===== src/rtl/uart_irq_pkg.sv =====
// Package: status codes of the interrupt prioritizer and the mapping from
// priority rank (0 = most urgent) to the code reported for that rank.
package uart_irq_pkg;

    localparam int NSRC = 7;

    typedef enum logic [5:0] {
        CODE_MODEM  = 6'h00,
        CODE_NONE   = 6'h01,
        CODE_TXRDY  = 6'h02,
        CODE_RXDATA = 6'h04,
        CODE_LINE   = 6'h06,
        CODE_RXTO   = 6'h0C,
        CODE_FLOW   = 6'h10,
        CODE_PINCHG = 6'h20
    } irq_code_e;

    // Code reported for a given priority rank.
    function automatic irq_code_e code_of_rank(input int unsigned rank);
        case (rank)
            0:       return CODE_LINE;
            1:       return CODE_RXTO;
            2:       return CODE_RXDATA;
            3:       return CODE_TXRDY;
            4:       return CODE_MODEM;
            5:       return CODE_FLOW;
            default: return CODE_PINCHG;
        endcase
    endfunction

endpackage


===== src/rtl/uart_irq_latch.sv =====
// Module: pending-flag latch for one interrupt cause.
// Sets on a 0-to-1 change of any bit of sig while arm is high. Clears on clr,
// and a set in the same cycle wins over the clear. With HOLD_LEVEL=1 the flag
// also drops as soon as all bits of sig are low.
// Assumes sig is synchronous to clk.
module uart_irq_latch #(
    parameter int W          = 1,
    parameter bit HOLD_LEVEL = 1'b0
) (
    input  logic         clk,
    input  logic         rst_n,
    input  logic [W-1:0] sig,
    input  logic         arm,
    input  logic         clr,
    output logic         pend
);

    logic [W-1:0] prev_q;
    logic         pend_q;
    logic         pend_d;
    logic         rise;

    assign rise = arm && ((sig & ~prev_q) != '0);

    generate
        if (HOLD_LEVEL) begin : g_hold
            // Next flag: set or keep, but only while the level is present.
            always_comb pend_d = (|sig) && (rise || (pend_q && !clr));
        end else begin : g_sticky
            // Next flag: set or keep until cleared.
            always_comb pend_d = rise || (pend_q && !clr);
        end
    endgenerate

    // Register the previous input and the pending flag.
    always_ff @(posedge clk) begin
        if (!rst_n) begin
            prev_q <= '0;
            pend_q <= 1'b0;
        end else begin
            prev_q <= sig;
            pend_q <= pend_d;
        end
    end

    assign pend = pend_q;

endmodule


===== src/rtl/uart_irq_rx_timer.sv =====
// Module: receive idle timeout.
// Counts bit_tick while the receive FIFO is not empty and restarts on every
// received character or FIFO read. After LIMIT ticks the flag is set on the
// next edge. The flag holds until the FIFO is empty.
// Assumes bit_tick is a single-cycle pulse per bit time.
module uart_irq_rx_timer #(
    parameter int CHAR_BITS = 10,
    parameter int FILL_W    = 5
) (
    input  logic              clk,
    input  logic              rst_n,
    input  logic [FILL_W-1:0] rx_fill,
    input  logic              rx_char,
    input  logic              rx_rd,
    input  logic              bit_tick,
    output logic              timed_out
);

    localparam int LIMIT = 4 * CHAR_BITS + 12;
    localparam int CW    = $clog2(LIMIT + 1);

    logic [CW-1:0] cnt_q;
    logic          to_q;
    logic          not_empty;

    assign not_empty = (rx_fill != '0);

    // Idle counter: restart on activity or empty, saturate at LIMIT.
    always_ff @(posedge clk) begin
        if (!rst_n) begin
            cnt_q <= '0;
        end else if (!not_empty || rx_char || rx_rd) begin
            cnt_q <= '0;
        end else if (bit_tick && (cnt_q != CW'(LIMIT))) begin
            cnt_q <= cnt_q + 1'b1;
        end
    end

    // Timeout flag: set at LIMIT, held until the FIFO drains.
    always_ff @(posedge clk) begin
        if (!rst_n) begin
            to_q <= 1'b0;
        end else begin
            to_q <= not_empty && (to_q || (cnt_q == CW'(LIMIT)));
        end
    end

    assign timed_out = to_q;

endmodule


===== src/rtl/uart_irq_prio.sv =====
// Module: fixed-priority encoder. req[0] is the most urgent cause. The output
// is the code of the lowest-indexed set request, or CODE_NONE when none is set.
module uart_irq_prio
    import uart_irq_pkg::*;
(
    input  logic [NSRC-1:0] req,
    output irq_code_e       code
);

    // Walk from least to most urgent so that the most urgent one is kept.
    always_comb begin
        code = CODE_NONE;
        for (int i = NSRC - 1; i >= 0; i--) begin
            if (req[i]) code = code_of_rank(i);
        end
    end

endmodule


===== src/rtl/uart_irq_ctrl.sv =====
// Module: interrupt prioritizer for one serial channel (top).
// Holds the enable register and one pending flag per cause. Each flag has its
// own clear rule. The block reports the most urgent enabled cause as a code
// and raises irq while any enabled cause is pending.
// Assumes all inputs are synchronous to clk and that rx_trig >= 1.
module uart_irq_ctrl
    import uart_irq_pkg::*;
#(
    parameter int CHAR_BITS = 10,
    parameter int FILL_W    = 5
) (
    input  logic              clk,
    input  logic              rst_n,
    input  logic              ien_we,
    input  logic [7:0]        ien_wdata,
    input  logic              efr_enh,
    input  logic              fifo_mode,
    input  logic              mcr_sel,
    input  logic              auto_cts_en,
    input  logic              auto_rts_en,
    input  logic [3:0]        lsr_err,
    input  logic              lsr_thre,
    input  logic              tx_trig_hit,
    input  logic [FILL_W-1:0] rx_fill,
    input  logic [FILL_W-1:0] rx_trig,
    input  logic              rx_char,
    input  logic              rx_rd,
    input  logic              bit_tick,
    input  logic [3:0]        msr_delta,
    input  logic              flow_det,
    input  logic              cts_in,
    input  logic              dsr_in,
    input  logic              rts_out,
    input  logic              dtr_out,
    input  logic              rd_isr,
    input  logic              rd_lsr,
    input  logic              rd_msr,
    output logic [5:0]        isr_code,
    output logic              irq
);

    localparam logic [7:0] IEN_MASK = 8'hEF;

    logic [7:0]      ien_q;
    logic            line_p, to_p, tx_p, modem_p, flow_p, inchg_p, outchg_p;
    logic            rx_lvl, tx_lvl, in_sel, out_sel;
    logic            tx_clr, flow_clr;
    logic [NSRC-1:0] req;
    irq_code_e       code;

    // Enable register with the reserved bit held at zero.
    always_ff @(posedge clk) begin
        if (!rst_n) begin
            ien_q <= '0;
        end else if (ien_we) begin
            ien_q <= ien_wdata & IEN_MASK;
        end
    end

    assign rx_lvl   = (rx_fill >= rx_trig);
    assign tx_lvl   = fifo_mode ? tx_trig_hit : lsr_thre;
    assign in_sel   = mcr_sel ? dsr_in : cts_in;
    assign out_sel  = mcr_sel ? dtr_out : rts_out;
    assign tx_clr   = rd_isr && (code == CODE_TXRDY);
    assign flow_clr = rd_isr && (code == CODE_FLOW);

    uart_irq_latch #(.W(4), .HOLD_LEVEL(1'b0)) u_line (
        .clk(clk), .rst_n(rst_n), .sig(lsr_err), .arm(1'b1),
        .clr(rd_lsr), .pend(line_p)
    );

    uart_irq_rx_timer #(.CHAR_BITS(CHAR_BITS), .FILL_W(FILL_W)) u_rxto (
        .clk(clk), .rst_n(rst_n), .rx_fill(rx_fill), .rx_char(rx_char),
        .rx_rd(rx_rd), .bit_tick(bit_tick), .timed_out(to_p)
    );

    uart_irq_latch #(.W(1), .HOLD_LEVEL(1'b1)) u_tx (
        .clk(clk), .rst_n(rst_n), .sig(tx_lvl), .arm(1'b1),
        .clr(tx_clr), .pend(tx_p)
    );

    uart_irq_latch #(.W(4), .HOLD_LEVEL(1'b0)) u_modem (
        .clk(clk), .rst_n(rst_n), .sig(msr_delta), .arm(1'b1),
        .clr(rd_msr), .pend(modem_p)
    );

    uart_irq_latch #(.W(1), .HOLD_LEVEL(1'b0)) u_flow (
        .clk(clk), .rst_n(rst_n), .sig(flow_det), .arm(1'b1),
        .clr(flow_clr), .pend(flow_p)
    );

    uart_irq_latch #(.W(1), .HOLD_LEVEL(1'b0)) u_inchg (
        .clk(clk), .rst_n(rst_n), .sig(in_sel), .arm(auto_cts_en),
        .clr(rd_msr), .pend(inchg_p)
    );

    uart_irq_latch #(.W(1), .HOLD_LEVEL(1'b0)) u_outchg (
        .clk(clk), .rst_n(rst_n), .sig(out_sel), .arm(auto_rts_en),
        .clr(rd_msr), .pend(outchg_p)
    );

    // Masked requests in priority rank order.
    always_comb begin
        req    = '0;
        req[0] = line_p  && ien_q[2];
        req[1] = to_p    && ien_q[0];
        req[2] = rx_lvl  && ien_q[0];
        req[3] = tx_p    && ien_q[1];
        req[4] = modem_p && ien_q[3];
        req[5] = flow_p  && ien_q[5] && efr_enh;
        req[6] = ((inchg_p && ien_q[7]) || (outchg_p && ien_q[6])) && efr_enh;
    end

    uart_irq_prio u_prio (
        .req(req),
        .code(code)
    );

    assign isr_code = code;
    assign irq      = |req;

endmodule


===== config.mk =====
export PLATFORM = sky130hd
export DESIGN_NAME = uart_irq_ctrl
export DESIGN_NICKNAME = d
export VERILOG_FILES = /design/src/rtl/uart_irq_pkg.sv /design/src/rtl/uart_irq_latch.sv /design/src/rtl/uart_irq_rx_timer.sv /design/src/rtl/uart_irq_prio.sv /design/src/rtl/uart_irq_ctrl.sv
export SDC_FILE = /design/constraint.sdc
export NUM_CORES = 1
export LEC_CHECK = 0
export BUFFER_PORTS_ARGS = -buffer_cell sky130_fd_sc_hd__buf_4
export CAP_MARGIN = 20
export CELL_PAD_IN_SITES_DETAIL_PLACEMENT = 2
export CELL_PAD_IN_SITES_GLOBAL_PLACEMENT = 2
export CORE_ASPECT_RATIO = 1.2
export CORE_MARGIN = 2
export CORE_UTILIZATION = 30
export DETAILED_ROUTE_END_ITERATION = 10
export PLACE_DENSITY_LB_ADDON = 0.05
export SLEW_MARGIN = 20
export SYNTH_ARGS = -nofsm -noshare
export SYNTH_HDL_FRONTEND = slang
export SYNTH_SLANG_ARGS = --single-unit

===== constraint.sdc =====
create_clock -name clk -period 3.67 [get_ports clk]
set_clock_uncertainty 0.1 [all_clocks]
set_input_delay 0.734 -clock clk [delete_from_list [all_inputs] [get_ports clk]]
set_output_delay 0.734 -clock clk [all_outputs]
set_load 0.03 [all_outputs]

Yosys cells after proc, flatten, opt, wreduce, memory -nomap -nowiden
Index checks and enable logic that the tools add are counted.

Mux-type cells: 10. Bitwise gates (word level): 13. Equal/unequal tests: 4. Magnitude comparators: 1. $add $sub $neg: 1. Reduce and logical (&&, ||, !) cells: 43.

Operators by type and width (count): 2-to-1 mux 6 bit (7); logical AND 1 bit (23); logical OR 1 bit (10); bitwise AND 4 bit (2); inverter 4 bit (2); nonzero test 4 bit (2); OR reduction 7 bit (1); adder 6 x 1 -> 6 bit (second input constant) (1); equality test 6 x 2 -> 1 bit (second input constant) (1); equality test 6 x 5 -> 1 bit (second input constant) (1); equality test 6 bit (second input constant) (1); inequality test 6 bit (second input constant) (1); greater-or-equal comparator 5 bit (1); logical NOT 1 bit (5); inverter 1 bit (5); nonzero test 5 bit (1); bitwise AND 1 bit (4); 2-to-1 mux 1 bit (3); OR reduction 2 bit (1).

Register bits: 32. Output and inout bits: 7. Input bits: 47. Logic and storage cells: 87.

Depth between registers and ports, before layout
Depth in word-level cells: 16. Depth in mapped cells: 6. Depth with buffers taken out: 6.

By module
A second synthesis with hierarchy kept.

Cell total of the unflattened synthesis: 168. Area, all modules: 1609.0 um^2.

Modules (own cells, without submodules): uart_irq_ctrl (sequential area each 140.1 um^2, instances 1, cells an instance 56, area each 505.5 um^2); uart_irq_rx_timer (sequential area each 140.1 um^2, instances 1, cells an instance 45, area each 391.6 um^2); uart_irq_latch at u_line ... (sequential area each 100.1 um^2, instances 2, cells an instance 17, area each 186.4 um^2); uart_irq_latch at u_flow ... (sequential area each 40.0 um^2, instances 4, cells an instance 6, area each 66.3 um^2); uart_irq_prio (sequential area each 0.0 um^2, instances 1, cells an instance 9, area each 73.8 um^2).

Least setup slack after synthesis
No wires, ideal clock.

Path kind: input to output. Start: input port rx_trig[4]. End: output port isr_code[5]. Data required time: 2.836 ns. Arrival time: 2.422 ns. Stages on the path: 6. Buffers on the path: 0. Setup slack: 0.414 ns. Cell sequence: inv_1 > ha_1 > a211oi_2 > nor2b_1 > a211o_1 > nor4b_2.

Word-level cells in the longest chain between the ends: 5.

RTL lines: start: declaration (RTL line uart_irq_ctrl.sv:25) `input logic [FILL_W-1:0] rx_trig,`; greater-or-equal comparator 5 bit (RTL line uart_irq_ctrl.sv:60) `assign rx_lvl = (rx_fill >= rx_trig);`; logical AND 1 bit (RTL line uart_irq_ctrl.sv:107) `req[2] = rx_lvl && ien_q[0];`; 2-to-1 mux 6 bit (3 in a row) (RTL line uart_irq_prio.sv:14) `if (req[i]) code = code_of_rank(i);`; end: declaration (RTL line uart_irq_ctrl.sv:38) `output logic [5:0] isr_code,`.

No other way between the ends.

Worst setup path after layout
Start: input port rx_fill[4]. End: output port isr_code[5].

Word-level cells in the longest chain between the ends: 5.

RTL lines: start: declaration (RTL line uart_irq_ctrl.sv:24) `input logic [FILL_W-1:0] rx_fill,`; greater-or-equal comparator 5 bit (RTL line uart_irq_ctrl.sv:60); logical AND 1 bit (RTL line uart_irq_ctrl.sv:107); 2-to-1 mux 6 bit (3 in a row) (RTL line uart_irq_prio.sv:14).

No other way between the ends.

==> metrics <==
outcome=completed; layout cells sized above 1=0.296; setup TNS=0 ns; Root Buffer=clkbuf_8; CTS tree=built; RSZ-0062 raised after global routing=false; Post-synth top cells=dfxtp_1 (32), inv_1 (20), nor2b_1 (18); H-tree depth=2; R2R Setup Slk=2.10 ns; Synth area leader=dfxtp_1; post-DR vias/cell=just under 5; clock tree buffer depth=2; CP cell instances=buf_4 > ha_1 > a211oi_2 > nor2b_1 > a211o_1 > nor4b_2 > buf_4; Critical R2R Capture=u_rxto.cnt_q[0]; IO Count=between 50 and 60; Total Power=around 740 uW; Pre-antenna DRT Iters=3; post-cts sizing count=0; Die X=between 60 and 70 um; main flop type after synthesis=dfxtp_1; DP HPWL=3.26 mm; final non-filler cell total=about 280; Placed Instance Area=1930 sq um; mean area per synthesized cell=between 9 and 10 sq um; Post-DRT Antenna Nets=0; Vias=between 1,000 and 1,500; vias in the first global route=1,436; count leader, synth=dfxtp_1; Min Clock Period, post-route=between 3 and 4 ns; Worst Setup SP=rx_fill[4]; WP data required=between 2 and 3 ns; Area Overhead vs Synth=35.0%; postcts setup bufs=0; Hold Vio Cnt, Final=0; fraction of registers with async set/reset=0; Synth cell types=36; reg2reg start=u_rxto.cnt_q[0]; Die Area=about 5500 sq um; # Max-Cap Violations=0; EDFF count, synth=0; Max VDD drop=between 150 and 200 uV; hold path start=u_inchg.pend; Nets=between 200 and 300; Tot GR Track Use=0.163; initial core utilization=0.307; Cell Pwr Density=between 300 and 400 nW/um^2; top cells by area, synth=dfxtp_1 (43%), nor2b_1 (7.6%), mux2i_1 (6.7%); Core Util, Final=0.415; critical path's slowest cell=ha_1; routed wire length=between 4 and 5 mm; clock sinks=32; fmax=324 MHz; Mapped Cells=~160; Seq cells post-synth=32; GPL Wtd Cong=~0.72; endpoint class of the critical path=output pin; hold crit path type=flip-flop to flip-flop; DRC=0; antenna cells=0; initial antenna violation count=0; Worst-Margin Slew=0.375 ns; CP max FO=4; critical path type=input pin to output pin; pins over their slew limit=0; Die H=81.1 um; Slew HR=0.747; # placed instances=between 200 and 300; syn nets=between 200 and 250; finished layout cell area=2010 sq um; Ys Warns=0; setup violators final=0; Wirelength per Cell=around 15 um; Final Cycle Share=0.842; first-pass GRT wire length=between 6 and 7 mm; crit path to=isr_code[5]; r2r worst-path depth=6; PortBufs=between 50 and 60; Most Frequent Cell on Critical Path=buf_4; # fillers=approximately 560; Initial DRC Count=21; clock latency on the worst-skew pair=0.27 ns; max incr delay on CP=between 0.3 and 0.4 ns; row count=28; Num CTS Buffers=5; clk slew on worst S/H paths=roughly 0.060 ns; Critical Path AT=about 2.3 ns; hold_buf cts=0; largest net degree at the start of global routing=25; gr ovfl total=0; P_leak=0.000920 uW; sequential area share after synthesis=0.431; Cell Area, Synth=between 1000 and 1500 sq um; crit path launch type=input pin; post-synth top area share=0.431; core footprint=between 4000 and 5000 sq um
## flip-flops by register name, indices dropped and copies added, names as in the netlist
signal            count
u_rxto.cnt_q          6
u_line.pend           1
u_flow.pend           1
ien_q                 7
u_inchg.prev_q        1
u_line.prev_q         4
u_rxto.timed_out      1
u_modem.pend          1
u_modem.prev_q        4
u_outchg.pend         1
u_tx.pend             1
u_tx.prev_q           1
u_outchg.prev_q       1
u_flow.prev_q         1
u_inchg.pend          1
## cells in the final DEF (no fill, tap or decap), types with 2 or more instances in the layout
| master | synthesis | layout |
|---|---|---|
| buf_4 | 0 | 52 |
| o31a_1 | 2 | 2 |
| nand3_1 | 2 | 2 |
| dfxtp_1 | 32 | 32 |
| nand4_1 | 3 | 3 |
| clkbuf_8 | 0 | 5 |
| xnor2_1 | 2 | 2 |
| a21oi_1 | 6 | 6 |
| nand2_1 | 8 | 8 |
| nor2b_1 | 18 | 18 |
| inv_1 | 20 | 20 |
| o22ai_1 | 4 | 4 |
| nor2_1 | 7 | 7 |
| and4_1 | 2 | 2 |
| o21ai_0 | 3 | 3 |
| a22o_1 | 2 | 2 |
| ha_1 | 7 | 7 |
| a32o_1 | 2 | 2 |
| and2_1 | 11 | 11 |
| mux2i_1 | 10 | 10 |
## logic make-up (layout without fill, tap and decap cells)
logic type | count (synthesis) | count (layout) | synth area share
XOR/XNOR | 3 | 3 | 0.0177
AND/OR/NAND/NOR | 59 | 59 | 0.235
flip-flops | 32 | 32 | 0.431
multiplexers | 10 | 10 | 0.0674
buffers and inverters | 24 | 79 | 0.0657
AO/OA/AOI/OAI | 26 | 26 | 0.124
adder cells (fa/ha/maj) | 7 | 7 | 0.0590
## worst max-delay path, delay by kind of cell
family	cells	cell delay, ns
AND/OR/NAND/NOR	2	0.40
adder cells (fa/ha/maj)	1	0.31
buffers and inverters	2	0.31
AO/OA/AOI/OAI	2	0.50
## report_power, final
| group | switching [uW] | internal (uW) | leakage (uW) |
|---|---|---|---|
| sequential | 7.95 | 365 | 0.000264 |
| combinational | 57.1 | 66.3 | 0.000615 |
| clock | 120 | 129 | 0.0000410 |
| total | 185 | 560 | 0.000920 |
## layout make-up
| cell class | instances | area (sq um) | area share |
|---|---|---|---|
| multi-input combinational | 105 | 747 | 0.372 |
| sequential | 32 | 641 | 0.319 |
| timing repair buffer | 52 | 390 | 0.195 |
| inverter | 20 | 75.1 | 0.0374 |
| tap | 60 | 75.1 | 0.0374 |
| clock buffer | 6 | 72.6 | 0.0362 |
| clock inverter | 1 | 5.00 | 0.00250 |
## routing by layer
metal / vias up / track usage / wire length (um) / share of wire
met5: - / 0 / 0 / 0
met4: 0 / 0.0800 / 91 / 0.022
met3: 6 / 0.0429 / 203 / 0.050
met2: 35 / 0.300 / 2270 / 0.56
met1: 637 / 0.166 / 1520 / 0.37
li1: 653 / - / - / -
## through the flow
step / hold slack, ns / setup WS [ns]
after floorplan: 0.343 / 0.414
after global placement: 0.363 / 0.575
after detailed placement: 0.377 / 0.576
after CTS: 0.392 / 0.560
after global routing: 0.411 / 0.425
final: 0.381 / 0.579
## worst min path at each step
stage          slack (ns)  depth (start not counted)       endpoint
3_5_place_dp         0.38                          1   u_inchg.pend
2_1_floorplan        0.34                          1  u_outchg.pend
3_3_place_gp         0.36                          1      u_tx.pend
4_1_cts              0.39                          1   u_inchg.pend
5_1_grt              0.41                          1   u_inchg.pend
6_report             0.38                          1   u_inchg.pend
(Power assumes the default switching activity.)
